--- config.mk ---
export PLATFORM = sky130hd
export DESIGN_NAME = pdma_port_ctrl
export DESIGN_NICKNAME = d
export VERILOG_FILES = /design/src/rtl/pdma_pkg.sv /design/src/rtl/pdma_width_dec.sv /design/src/rtl/pdma_pipe_gate.sv /design/src/rtl/pdma_port_ctrl.sv
export SDC_FILE = /design/constraint.sdc
export NUM_CORES = 1
export LEC_CHECK = 0
export BUFFER_PORTS_ARGS = -buffer_cell sky130_fd_sc_hd__clkbuf_2
export CORE_ASPECT_RATIO = 0.5
export CORE_MARGIN = 2
export CORE_UTILIZATION = 47
export CTS_BUF_LIST = sky130_fd_sc_hd__clkbuf_8
export DETAILED_ROUTE_END_ITERATION = 7
export GPL_TIMING_DRIVEN = 0
export PLACE_DENSITY = 0.92
export RECOVER_POWER = 25
export SYNTH_ARGS = -nofsm -noshare
export SYNTH_HDL_FRONTEND = slang
export SYNTH_SLANG_ARGS = --single-unit
--- constraint.sdc ---
create_clock -name clk -period 3.65 [get_ports clk]
set_input_delay 0.1825 -clock clk [delete_from_list [all_inputs] [get_ports clk]]
set_output_delay 0.1825 -clock clk [all_outputs]
set_load 0.02 [all_outputs]
--- src/rtl/pdma_pkg.sv ---
package pdma_pkg;

    typedef enum logic [1:0] {
        WID_8   = 2'b00,
        WID_16  = 2'b01,
        WID_32  = 2'b10,
        WID_RSV = 2'b11
    } width_e;

    function automatic logic [2:0] width_bytes(width_e w);
        case (w)
            WID_16:  return 3'd2;
            WID_32:  return 3'd4;
            default: return 3'd1;
        endcase
    endfunction

endpackage

--- src/rtl/pdma_width_dec.sv ---
module pdma_width_dec
    import pdma_pkg::*;
#(
    parameter int BE_W = 4
) (
    input  width_e          width,
    output logic [2:0]      step,
    output logic [BE_W-1:0] be
);
    assign step = width_bytes(width);

    for (genvar g = 0; g < BE_W; g++) begin : g_lane
        assign be[g] = (g < int'(step));
    end
endmodule

--- src/rtl/pdma_pipe_gate.sv ---
module pdma_pipe_gate #(
    parameter int NUM_PIPES = 10,
    parameter int PIPE_W    = 4
) (
    input  logic [PIPE_W-1:0]    sel,
    input  logic [NUM_PIPES-1:0] avail,
    input  logic                 waiting,
    output logic                 sel_avail,
    output logic                 req
);
    logic [NUM_PIPES-1:0] hit;

    // pipe 0 is the control pipe and never takes part
    assign hit[0] = 1'b0;
    for (genvar g = 1; g < NUM_PIPES; g++) begin : g_pipe
        assign hit[g] = (sel == PIPE_W'(g)) && avail[g];
    end

    assign sel_avail = |hit;
    assign req       = sel_avail && !waiting;
endmodule

--- src/rtl/pdma_port_ctrl.sv ---
module pdma_port_ctrl
    import pdma_pkg::*;
#(
    parameter int NUM_PIPES = 10,
    parameter int PIPE_W    = 4,
    parameter int CNT_W     = 11,
    parameter int DATA_W    = 32
) (
    input  logic                 clk,
    input  logic                 rst_n,
    input  logic                 cfg_we,
    input  logic [PIPE_W-1:0]    cfg_pipe,
    input  logic [1:0]           cfg_width,
    input  logic [CNT_W-1:0]     cfg_mps,
    input  logic [NUM_PIPES-1:0] buf_avail,
    output logic                 dma_req,
    input  logic                 dma_ack,
    input  logic                 dma_end,
    input  logic [DATA_W-1:0]    dma_wdata,
    output logic                 buf_we,
    output logic [PIPE_W-1:0]    buf_pipe,
    output logic [CNT_W-1:0]     buf_addr,
    output logic [DATA_W/8-1:0]  buf_be,
    output logic [DATA_W-1:0]    buf_wdata,
    output logic                 pkt_ready,
    output logic [PIPE_W-1:0]    pkt_pipe,
    output logic [CNT_W-1:0]     pkt_bytes
);
    localparam int BE_W = DATA_W / 8;

    typedef struct packed {
        logic [PIPE_W-1:0] pipe;
        width_e            width;
        logic [CNT_W-1:0]  mps;
        logic [CNT_W-1:0]  cnt;
        logic              waiting;
        logic              ready;
        logic [CNT_W-1:0]  bytes;
    } state_t;

    state_t st_d, st_q;

    logic            sel_avail;
    logic            accept;
    logic [2:0]      step;
    logic [CNT_W:0]  sum;

    pdma_width_dec #(.BE_W(BE_W)) i_wdec (
        .width (st_q.width),
        .step  (step),
        .be    (buf_be)
    );

    pdma_pipe_gate #(.NUM_PIPES(NUM_PIPES), .PIPE_W(PIPE_W)) i_gate (
        .sel       (st_q.pipe),
        .avail     (buf_avail),
        .waiting   (st_q.waiting),
        .sel_avail (sel_avail),
        .req       (dma_req)
    );

    assign accept = dma_req && dma_ack;
    assign sum    = {1'b0, st_q.cnt} + (CNT_W+1)'(step);

    always_comb begin
        st_d       = st_q;
        st_d.ready = 1'b0;
        if (accept) begin
            if (dma_end || (sum >= {1'b0, st_q.mps})) begin
                // hand the buffer over, full or cut short
                st_d.ready   = 1'b1;
                st_d.bytes   = sum[CNT_W-1:0];
                st_d.cnt     = '0;
                st_d.waiting = 1'b1;
            end else begin
                st_d.cnt = sum[CNT_W-1:0];
            end
        end else if (st_q.waiting && !sel_avail) begin
            // the engine has taken the buffer back
            st_d.waiting = 1'b0;
        end
        if (cfg_we && (st_q.cnt == '0) && !accept) begin
            if (cfg_pipe != st_q.pipe) begin
                st_d.waiting = 1'b0;
            end
            st_d.pipe  = cfg_pipe;
            st_d.width = width_e'(cfg_width);
            st_d.mps   = cfg_mps;
        end
    end

    always_ff @(posedge clk) begin
        if (!rst_n) begin
            st_q <= '{pipe: '0, width: WID_8, mps: '0, cnt: '0,
                      waiting: 1'b0, ready: 1'b0, bytes: '0};
        end else begin
            st_q <= st_d;
        end
    end

    assign buf_we    = accept;
    assign buf_pipe  = st_q.pipe;
    assign buf_addr  = st_q.cnt;
    assign buf_wdata = dma_wdata;
    assign pkt_ready = st_q.ready;
    assign pkt_pipe  = st_q.pipe;
    assign pkt_bytes = st_q.bytes;
endmodule

## Word level (Yosys, flattened, before mapping)

Cells that the tools add are included.

| word-level totals | value |
|---|---|
| word-level logic and storage cells | 54 |
| output and inout port bits | 69 |
| register bits | 41 |
| input bits | 64 |

| cells by class | value |
|---|---|
| muxes and demuxes | 7 |
| magnitude comparators | 5 |
| add/subtract/negate cells | 1 |
| equal/unequal tests | 12 |
| reduce and logical (&&, ||, !) cells | 22 |

Operators with widths:

| operator | count |
|---|---|
| $eq A4 B3 Y1 const B | 4 |
| $logic_and A1 B1 Y1 | 14 |
| $mux W13 | 1 |
| $add A11 B3 Y12 | 1 |
| $ge A12 B11 Y1 | 1 |
| $logic_not A11 Y1 | 1 |
| $mux W11 | 1 |
| $reduce_or A9 Y1 | 1 |
| $eq A4 B2 Y1 const B | 2 |
| $eq A4 B4 Y1 const B | 2 |
| $lt A1 B3 Y1 const A | 2 |
| $lt A2 B3 Y1 const A | 2 |
| $pmux W3 S2 | 1 |
| $eq A4 B1 Y1 const B | 1 |
| $mux W1 | 4 |
| $ne A4 B4 Y1 | 1 |
| $reduce_and A2 Y1 | 2 |
| $logic_not A1 Y1 | 3 |
| $eq A2 B1 Y1 const B | 1 |
| $eq A2 B2 Y1 const B | 1 |
| $logic_or A1 B1 Y1 | 1 |

## Longest topological paths before layout

Gate-level depths: netlist of run 1.

| depth | value |
|---|---|
| word-level depth | 9 |
| gate-level depth with buffers | 16 |

## Modules after synthesis

A second synthesis of run 1 with hierarchy kept.

| second synthesis, totals | value |
|---|---|
| cell total of the unflattened synthesis | 314 |
| area total of the unflattened synthesis | 2,851.5 µm² |

By module, submodules not included:

| module | area an instance (µm²) | times used | cells an instance |
|---|---|---|---|
| pdma_port_ctrl | 2,673.8 | 1 | 292 |
| pdma_pipe_gate | 115.1 | 1 | 13 |
| pdma_width_dec | 62.6 | 1 | 9 |

## Least setup slack after synthesis of run 1

Ideal clock, no wire load.

| timing path | value |
|---|---|
| path kind | register to register |
| start point | reg st_q[35] (netlist bit) |
| end point | reg st_q (netlist bit pkt_bytes[0]) |
| cell stages (with the launch flop) | 16 |
| arrival time | 3.186 ns |
| data required time | 3.579 ns |
| library setup time | 0.071 ns |
| slack | 0.393 ns |
| path through | dfxtp_1 -> inv_1 -> ha_1 -> ha_1 -> and3_1 -> a32o_1 -> nand2_1 -> xnor2_1 -> ha_1 -> a21o_1 -> a211o_1 -> a31oi_1 -> o21a_1 -> clkbuf_1 -> o21ai_0 -> a21oi_1 |

| on the way | value |
|---|---|
| cells in the longest elaborated chain, start to end | 6 |
| elaborated cells between the ends (all ways) | 7 |
| classes of those cells | add/sub (1); order compare (1); eq/ne (2); mux (1); reduce/logical (2) |

Ends and longest elaborated chain:

| item | RTL line | source |
|---|---|---|
| from (decl) | pdma_port_ctrl.sv:41 | `state_t st_d, st_q;` |
| from (signal assigned) | pdma_port_ctrl.sv:94 | `st_q <= '{pipe: '0, width: WID_8, mps: '0, cnt: '0,` |
| from (signal assigned) | pdma_port_ctrl.sv:97 | `st_q <= st_d;` |
| $eq A2 B2 Y1 or $eq A2 B1 Y1 (tied branches) | pdma_pkg.sv:11 | `case (w)` |
| $pmux W3 S2 (*) | pdma_pkg.sv:11 |  |
| $add A11 B3 Y12 (*) | pdma_port_ctrl.sv:63 | `assign sum = {1'b0, st_q.cnt} + (CNT_W+1)'(step);` |
| via sum[9] | pdma_port_ctrl.sv:46 | `logic [CNT_W:0] sum;` |
| $ge A12 B11 Y1 (*) | pdma_port_ctrl.sv:69 | `if (dma_end \|\| (sum >= {1'b0, st_q.mps})) begin` |
| $logic_or A1 B1 Y1 (*) | pdma_port_ctrl.sv:69 |  |
| $reduce_and A2 Y1 (no line) (*) | - |  |

The timed path passes the listed nets; every way through them passes the cells marked *.
A chain may end at the register's enable or synchronous reset.

## Worst setup path in the final report of run 1

| timing path | value |
|---|---|
| start point | reg st_q[35] (netlist bit) |
| end point | reg st_q (netlist bit pkt_bytes[8]) |

Same word-level chain as after synthesis.

==> results of run 1 <==
==> power by group through the flow <==
stage	clock [mW]	sequential (mW)	combinational [mW]
after floorplan	0	0.496	0.262
after global placement	0	0.500	0.349
after detailed placement	0	0.501	0.358
after CTS	0.286	0.491	0.363
after global routing	0.299	0.494	0.400
final	0.282	0.491	0.373
==> cells by family after synthesis <==
group           count (synthesis)  synth area share, %
flops                          41                 29.6
mux                             3                 1.08
xor+xnor                       13                 4.11
simple gates                  101                 19.6
fa+ha+maj                      17                 7.95
buf+inv                       100                 23.4
compound gates                 61                 14.1
other cells                     1                0.135
==> path summary, 6_finish.rpt <==
path                               from                         to  slack [ns]
setup / recovery  st_q[35]$_SDFFE_PN0P_  pkt_bytes[8]$_SDFFE_PN0P_        0.04
hold reg to reg   st_q[25]$_SDFFE_PN0P_      st_q[25]$_SDFFE_PN0P_        0.48
hold / removal               cfg_mps[4]      st_q[28]$_SDFFE_PN0P_        0.11
setup reg to reg  st_q[35]$_SDFFE_PN0P_  pkt_bytes[8]$_SDFFE_PN0P_        0.04
==> critical path, delay by kind of cell (launching register included) <==
family / cells / cell delay, ns
flip-flops: 1 / 0.35
AND/OR/NAND/NOR: 3 / 0.42
adder cells (fa/ha/maj): 3 / 0.89
XOR/XNOR: 1 / 0.26
buffers and inverters: 2 / 0.26
AO/OA/AOI/OAI: 6 / 1.30
==> state kept, by name, indices dropped and copies added (netlist names) <==
| name | flops |
|---|---|
| st_q | 14 |
| buf_addr | 11 |
| pkt_bytes | 11 |
| buf_pipe | 4 |
| pkt_ready | 1 |
==> stage by stage <==
step / setup slack [ns] / utilization (%)
after floorplan: 0.393 / -
after global routing: -0.0168 / 61.8
final: 0.0408 / 61.8
after detailed placement: -0.0685 / 59.9
after CTS: 0.0212 / 61.6
after global placement: 0.108 / 59.9
==> per-layer routing <==
metal  wire [um]  GRT usage [%]  part of all wire, %  up-vias
li1            -              -                    -     1299
met1        2780           24.6                   39     1240
met2        3280           36.0                   46      178
met3         775           4.81                   11       34
met4         219           7.49                  3.1        0
met5           0              0                    0        -
==> synthesized netlist by cell type (2+ instances only) <==
| cell | number | area, um^2 |
|---|---|---|
| sky130_fd_sc_hd__nand2b_1 | 3 | 18.8 |
| sky130_fd_sc_hd__nand3b_1 | 7 | 52.6 |
| sky130_fd_sc_hd__mux2i_1 | 3 | 30.0 |
| sky130_fd_sc_hd__inv_1 | 15 | 56.3 |
| sky130_fd_sc_hd__nand3_1 | 23 | 115 |
| sky130_fd_sc_hd__a211oi_1 | 2 | 15.0 |
| sky130_fd_sc_hd__nor4_1 | 4 | 25.0 |
| sky130_fd_sc_hd__o21ai_1 | 2 | 10.0 |
| sky130_fd_sc_hd__o21ai_0 | 21 | 105 |
| sky130_fd_sc_hd__a21oi_1 | 15 | 75.1 |
| sky130_fd_sc_hd__or3_1 | 2 | 12.5 |
| sky130_fd_sc_hd__clkbuf_1 | 9 | 33.8 |
| sky130_fd_sc_hd__o221ai_1 | 2 | 17.5 |
| sky130_fd_sc_hd__buf_2 | 6 | 30.0 |
| sky130_fd_sc_hd__ha_1 | 16 | 200 |
| sky130_fd_sc_hd__buf_6 | 2 | 22.5 |
| sky130_fd_sc_hd__buf_4 | 66 | 495 |
| sky130_fd_sc_hd__a22o_1 | 8 | 70.1 |
| sky130_fd_sc_hd__nand2_1 | 29 | 109 |
| sky130_fd_sc_hd__a21o_1 | 3 | 22.5 |
| sky130_fd_sc_hd__nor3_1 | 16 | 80.1 |
| sky130_fd_sc_hd__nor2b_1 | 2 | 12.5 |
| sky130_fd_sc_hd__nor2_1 | 5 | 18.8 |
| sky130_fd_sc_hd__xnor2_1 | 5 | 43.8 |
| sky130_fd_sc_hd__xor2_1 | 8 | 70.1 |
| sky130_fd_sc_hd__dfxtp_1 | 41 | 821 |
==> cell type report <==
cell class                      instances  area [um^2]
Sequential cell                        41          822
Clock buffer                            5         68.8
Buffer                                 84          597
Timing Repair Buffer                   97          452
Multi-Input combinational cell        196         1350
Tap cell                               73         91.3
Inverter                               16         62.6
Fill cell                             468         2130
Clock inverter                          3         13.8
==> repair_timing <==
item | in CTS | in global routing
endpoints found under the setup margin | 10 | 21
hold buffers | 0 | 0
buffers inserted | 0 | 0
pin swaps | 0 | 1
gates resized for setup | 3 | 13
==> summary.md, run 1 <==
| Metric | Value |
|---|---|
| Result of the run | complete, no violations |
| IR Drop Worst-Case VDD | 0.175 mV |
| Series of cell instances along the critical path | inv_1, ha_1, ha_1, and3_1, a32o_2, nand2_1, xnor2_2, ha_1, a21o_1, a211o_1, a31oi_4, o21ai_4, clkbuf_4, a21oi_1, nor3_1 |
| Dominant register cell in the synthesized netlist | sky130_fd_sc_hd__dfxtp_1 |
| Placed Cells | 507 |
| Clock share of power | 24.6% |
| Max-cap check violation count | 0 |
| Internal power component | 760 uW |
| Syn Inst Count | 337 |
| Worst Path Class, Setup | register to register |
| Clk_skew | 0.00622 ns |
| Crit. End Element | register |
| Final net count | 522 |
| Clock Tree Root | sky130_fd_sc_hd__clkbuf_8 |
| Vias in the first global route | 2365 |
| Final Critical Period | 3.61 ns |
| DRC violation total after the first TritonRoute iteration | 249 |
| Clock net sink count | 41 |
| Routability congestion estimate | 0.890 |
| Transition time at the pin with the least slew margin | 0.502 ns |
| Count of placed standard cells in the final layout, fillers left out | 515 |
| Final setup TNS | 0 ns |
| Overall die width | 113 um |
| Count of endpoints failing setup in the final report | 0 |
| Average wire length per cell after detail routing | 13.7 um |
| Die Footprint | 0.00656 mm^2 |
| Final cycle utilization of the critical path | 98.9% |
| Yosys cell types | 48 |
| Fraction of power spent switching nets | 33.7% |
| Maximum cell stage delay along the critical path | 0.35 ns |
| Power per standard cell area | 332 mW/mm^2 |
| Class of the worst hold path | input pin to register |
| Arr. time, crit path | 3.77 ns |
| Proportion of layout cells with a drive suffix above 1 | 38.0% |
| Number of nets in the synthesized netlist | 418 |
| Syn_area_per_cell | 8.22 um^2 |
| Yosys warnings | 0 |
| Share of synthesized flip-flops with an asynchronous set or reset | 0% |
| Slowest CP cell | sky130_fd_sc_hd__dfxtp_2 |
| Post-synthesis sequential element count | 41 |
| Top fanout value on the critical path | 10 |
| GRT Util Overall | 20.4% |
| Total wire length | 7050 um |
| Peak Freq | 277 MHz |
| Sequential-to-total area share from yosys stat | 29.6% |
| Max Buffers Root-to-Sink | 2 |
| Required time of the worst setup path | 3.81 ns |
| FF-to-FF path depth | 15 |
| CP Launch Type | register |
| Antenna violations before repair | 0 |
| Most frequent cell on the critical path | sky130_fd_sc_hd__ha_1 |
| TritonCTS clock tree | done |
| Most frequent cells in the layout | sky130_fd_sc_hd__clkbuf_2 (71), sky130_fd_sc_hd__buf_4 (66), sky130_fd_sc_hd__dfxtp_1 (40) |
| Most common cell after layout, fill and taps aside | sky130_fd_sc_hd__clkbuf_2 |
| Relative area change from synthesis to final layout | 24.7% |
| First-pass detailed-route iteration total | 6 |
| Placed cell areas | 0.00335 mm^2 |
| Hold violation count in the final report | 0 |
| CTS buffer count | 5 |
| CTS clock-pin slew for the worst setup and hold paths | 0.08 ns |
| Post-detailed-route via-to-cell ratio | 5.34 |
| Synthesized area | 0.00277 mm^2 |
| Antenna Nets Post-Route | 0 |
| Max-slew violation count | 0 |
| Maximum level of the CTS H-tree | 2 |
| Worst slew margin | 66.0% |
| Num rows | 19 |
| Starting density of the core | 49.6% |
| Number of top-level pins | 133 |
| Clock latency at the later pin of the worst-skew pair | 0.29 ns |
| Worst hold margin | 0.106 ns |
| Number of diodes added for antenna fixing | 0 |
| Leakage power | 1.70 nW |
| Wire length of the first global-routing pass | 10600 um |
| GR Overflow Total | 0 |
| Post-route standard cell area excluding fillers | 0.00345 mm^2 |
| Relative contribution of sequential cells to total power | 42.9% |
| Half-perimeter wire length after placement | 5420 um |
| Via count of the routed design | 2751 |
| Pin count of the biggest net entering global routing | 13 |
| Floorplan core area | 0.00559 mm^2 |
| Overall power of the completed layout | 1.15 mW |
| Cell depth of the worst hold path | 3 |
| Die Ht | 58.3 um |
| DR DRC count | 0 |
| EDFF count, synth | 0 |
| Total net switching power | 386 uW |
| Combinational share of power | 32.5% |
| Number of input and output port buffers inserted | 97 |
No activity file was read; power rests on OpenSTA's default activity.
==> run 2, diff against run 1 <==
--- a/config.mk
+++ b/config.mk
@@ -12,7 +12,7 @@
 export CTS_BUF_LIST = sky130_fd_sc_hd__clkbuf_8
 export DETAILED_ROUTE_END_ITERATION = 7
 export GPL_TIMING_DRIVEN = 0
-export PLACE_DENSITY = 0.92
+export PLACE_DENSITY_LB_ADDON = 0.3
 export RECOVER_POWER = 25
 export SYNTH_ARGS = -nofsm -noshare
 export SYNTH_HDL_FRONTEND = slang
==> run 2 against run 1 <==
Final cell count up 0.39%. Global-route usage down 1.2 points. Hold slack better by 0.00062 ns. First-iteration DRC count down 42%. Critical path type unchanged. Largest cell class unchanged. Largest power group unchanged.
==> summary.md, run 2 (synthesis results as in run 1) <==
| Metric | Value |
|---|---|
| Final setup TNS | 0 ns (unchanged) |
| Worst setup timing slack at the placement stage | 0.0144 ns (+0.0829 ns) |
| Die Ht | 58.3 um (unchanged) |
| GR Overflow Total | 0 (unchanged) |
| Overall die width | 113 um (unchanged) |
| Maximum level of the CTS H-tree | 2 (unchanged) |
| Max Buffers Root-to-Sink | 2 (unchanged) |
| Starting density of the core | 49.6% (unchanged) |
| CTS clock-pin slew for the worst setup and hold paths | 0.08 ns (about the same) |
| Required time of the worst setup path | 3.81 ns (about the same) |
| Reg-to-reg startpoint | st_q[35]$_SDFFE_PN0P_ |
| Transition time at the pin with the least slew margin | 0.558 ns (+0.0559 ns) |
| Most common cell after layout, fill and taps aside | sky130_fd_sc_hd__clkbuf_2 |
| Worst setup slack after layout | 0.205 ns (+0.164 ns) |
| Overall power of the completed layout | 1.13 mW (-1.6%) |
| Clock latency at the later pin of the worst-skew pair | 0.29 ns (about the same) |
| Number of diodes added for antenna fixing | 0 (unchanged) |
| CTS buffer count | 5 (unchanged) |
| Arr. time, crit path | 3.60 ns (-0.17 ns) |
| Post-route standard cell area excluding fillers | 0.00346 mm^2 (about the same) |
| Num rows | 19 (unchanged) |
| Power per standard cell area | 326 mW/mm^2 (-1.7%) |
| Reg-to-reg setup timing slack | 0.20 ns (+0.16 ns) |
| Clk_skew | 0.0118 ns (+0.00558 ns) |
| Half-perimeter wire length after placement | 5200 um (-3.9%) |
| Result of the run | complete, no violations |
| Hold-fix buffers at CTS | 0 (unchanged) |
| Hold_sp | cfg_mps[4] |
| Maximum cell stage delay along the critical path | 0.37 ns (+0.02 ns) |
| Crit. End Element | register |
| Count of placed standard cells in the final layout, fillers left out | 517 (+0.39%) |
| Worst reg2reg endpoint | pkt_bytes[7]$_SDFFE_PN0P_ |
| Wire length of the first global-routing pass | 9890 um (-6.6%) |
| Count of endpoints failing setup in the final report | 0 (unchanged) |
| Cell depth of the worst hold path | 3 (unchanged) |
| Antenna violations before repair | 0 (unchanged) |
| Worst hold margin | 0.107 ns (+0.000622 ns) |
| Slowest CP cell | sky130_fd_sc_hd__fa_2 |
| Peak Freq | 290 MHz (+4.8%) |
| Final net count | 524 (+0.38%) |
| Placed Cells | 507 (unchanged) |
| Relative area change from synthesis to final layout | 24.8% (about the same) |
| Final Critical Period | 3.45 ns (-0.164 ns) |
| Most flop-heavy register | st_q |
| Number of top-level pins | 133 (unchanged) |
| First-pass detailed-route iteration total | 4 (-2) |
| Hold violation count in the final report | 0 (unchanged) |
| Worst slew margin | 62.5% (-3.5 points) |
| DRC violation total after the first TritonRoute iteration | 145 (-42%) |
| DR DRC count | 0 (unchanged) |
| Pin count of the biggest net entering global routing | 12 (-1) |
| Vias in the first global route | 2114 (-11%) |
| Max-cap check violation count | 0 (unchanged) |
| Hold-critical path endpoint | st_q[28]$_SDFFE_PN0P_ |
| Flip-flop count of the largest register, all copies and words added | 14 (unchanged) |
| Average wire length per cell after detail routing | 12.7 um (-7.0%) |
| Placed cell areas | 0.00335 mm^2 (unchanged) |
| Most frequent cells in the layout | sky130_fd_sc_hd__clkbuf_2 (72), sky130_fd_sc_hd__buf_4 (68), sky130_fd_sc_hd__dfxtp_1 (41) |
| TritonCTS clock tree | done |
| Worst Path Class, Setup | register to register |
| Leakage power | 1.71 nW (+0.67%) |
| Routability congestion estimate | 0.784 (-12%) |
| IR Drop Worst-Case VDD | 0.158 mV (-10%) |
| Class of the worst hold path | input pin to register |
| CP Launch Type | register |
| Post-layout util | 61.9% (about the same) |
| Number of input and output port buffers inserted | 97 (unchanged) |
| Final cycle utilization of the critical path | 94.4% (-4.5 points) |
| Post-detailed-route via-to-cell ratio | 4.96 (-7.1%) |
| Proportion of layout cells with a drive suffix above 1 | 37.6% (-0.40 points) |
| Clock Tree Root | sky130_fd_sc_hd__clkbuf_8 |
| FF-to-FF path depth | 16 (+1) |
| Total wire length | 6580 um (-6.6%) |
| Floorplan core area | 0.00559 mm^2 (unchanged) |
| Most frequent cell on the critical path | sky130_fd_sc_hd__ha_1 |
| Via count of the routed design | 2566 (-6.7%) |
| GRT Util Overall | 19.2% (-1.2 points) |
| Die Footprint | 0.00656 mm^2 (unchanged) |
| Clock net sink count | 41 (unchanged) |
| Top fanout value on the critical path | 10 (unchanged) |
| Series of cell instances along the critical path | inv_1, ha_1, ha_1, fa_2, a21o_1, nand3_1, nor2_1, xor2_1, ha_1, a21o_1, a211o_1, a31oi_2, o21ai_2, clkbuf_4, a21oi_1, nor3_1 |
| Antenna Nets Post-Route | 0 (unchanged) |
| Max-slew violation count | 0 (unchanged) |
-- run 2: worst max-delay path: cells and delay by family (launching register included) --
family | cells | cell delay (ns)
simple gates | 3 | 0.23
flops | 1 | 0.36
buf+inv | 2 | 0.26
fa+ha+maj | 4 | 1.11
xor+xnor | 1 | 0.19
compound gates | 6 | 1.15
-- run 2: timing repair --
action,CTS,global route
resized for setup,0,7
endpoints found under the hold margin,0,0
buffers inserted,0,3
setup endpoints to repair,1,24
pin swaps,0,1
-- run 2: area by class of cell --
| cell class | instances | area, um^2 |
|---|---|---|
| clock inverter | 3 | 11.3 |
| tap | 73 | 91.3 |
| fill | 496 | 2130 |
| inverter | 16 | 62.6 |
| buffer | 83 | 586 |
| timing repair buffer | 100 | 488 |
| multi-input combinational | 196 | 1330 |
| clock buffer | 5 | 68.8 |
| sequential | 41 | 821 |
-- run 2: worst max path at each step --
stage / start / endpoint / cells after the start
after floorplan: st_q[35]$_SDFFE_PN0P_ / pkt_bytes[0]$_SDFFE_PN0P_ / 15
after global placement: st_q[35]$_SDFFE_PN0P_ / pkt_bytes[0]$_SDFFE_PN0P_ / 15
after detailed placement: st_q[35]$_SDFFE_PN0P_ / pkt_bytes[0]$_SDFFE_PN0P_ / 16
after CTS: st_q[35]$_SDFFE_PN0P_ / buf_addr[10]$_SDFFE_PN0P_ / 15
after global routing: st_q[35]$_SDFFE_PN0P_ / pkt_bytes[9]$_SDFFE_PN0P_ / 16
final: st_q[35]$_SDFFE_PN0P_ / pkt_bytes[7]$_SDFFE_PN0P_ / 16
-- run 2: power by group --
part           internal (mW)  switching, mW
Clock                  0.128          0.147
Combinational          0.157          0.206
Sequential             0.474         0.0161
Total                  0.758          0.369
-- run 2: layer usage --
metal | up-vias | track usage [%] | wire (um)
met5 | - | 0 | 0
met4 | 0 | 5.05 | 76
met1 | 1131 | 26.5 | 3000
met3 | 7 | 5.02 | 608
met2 | 126 | 30.1 | 2900
li1 | 1302 | - | -
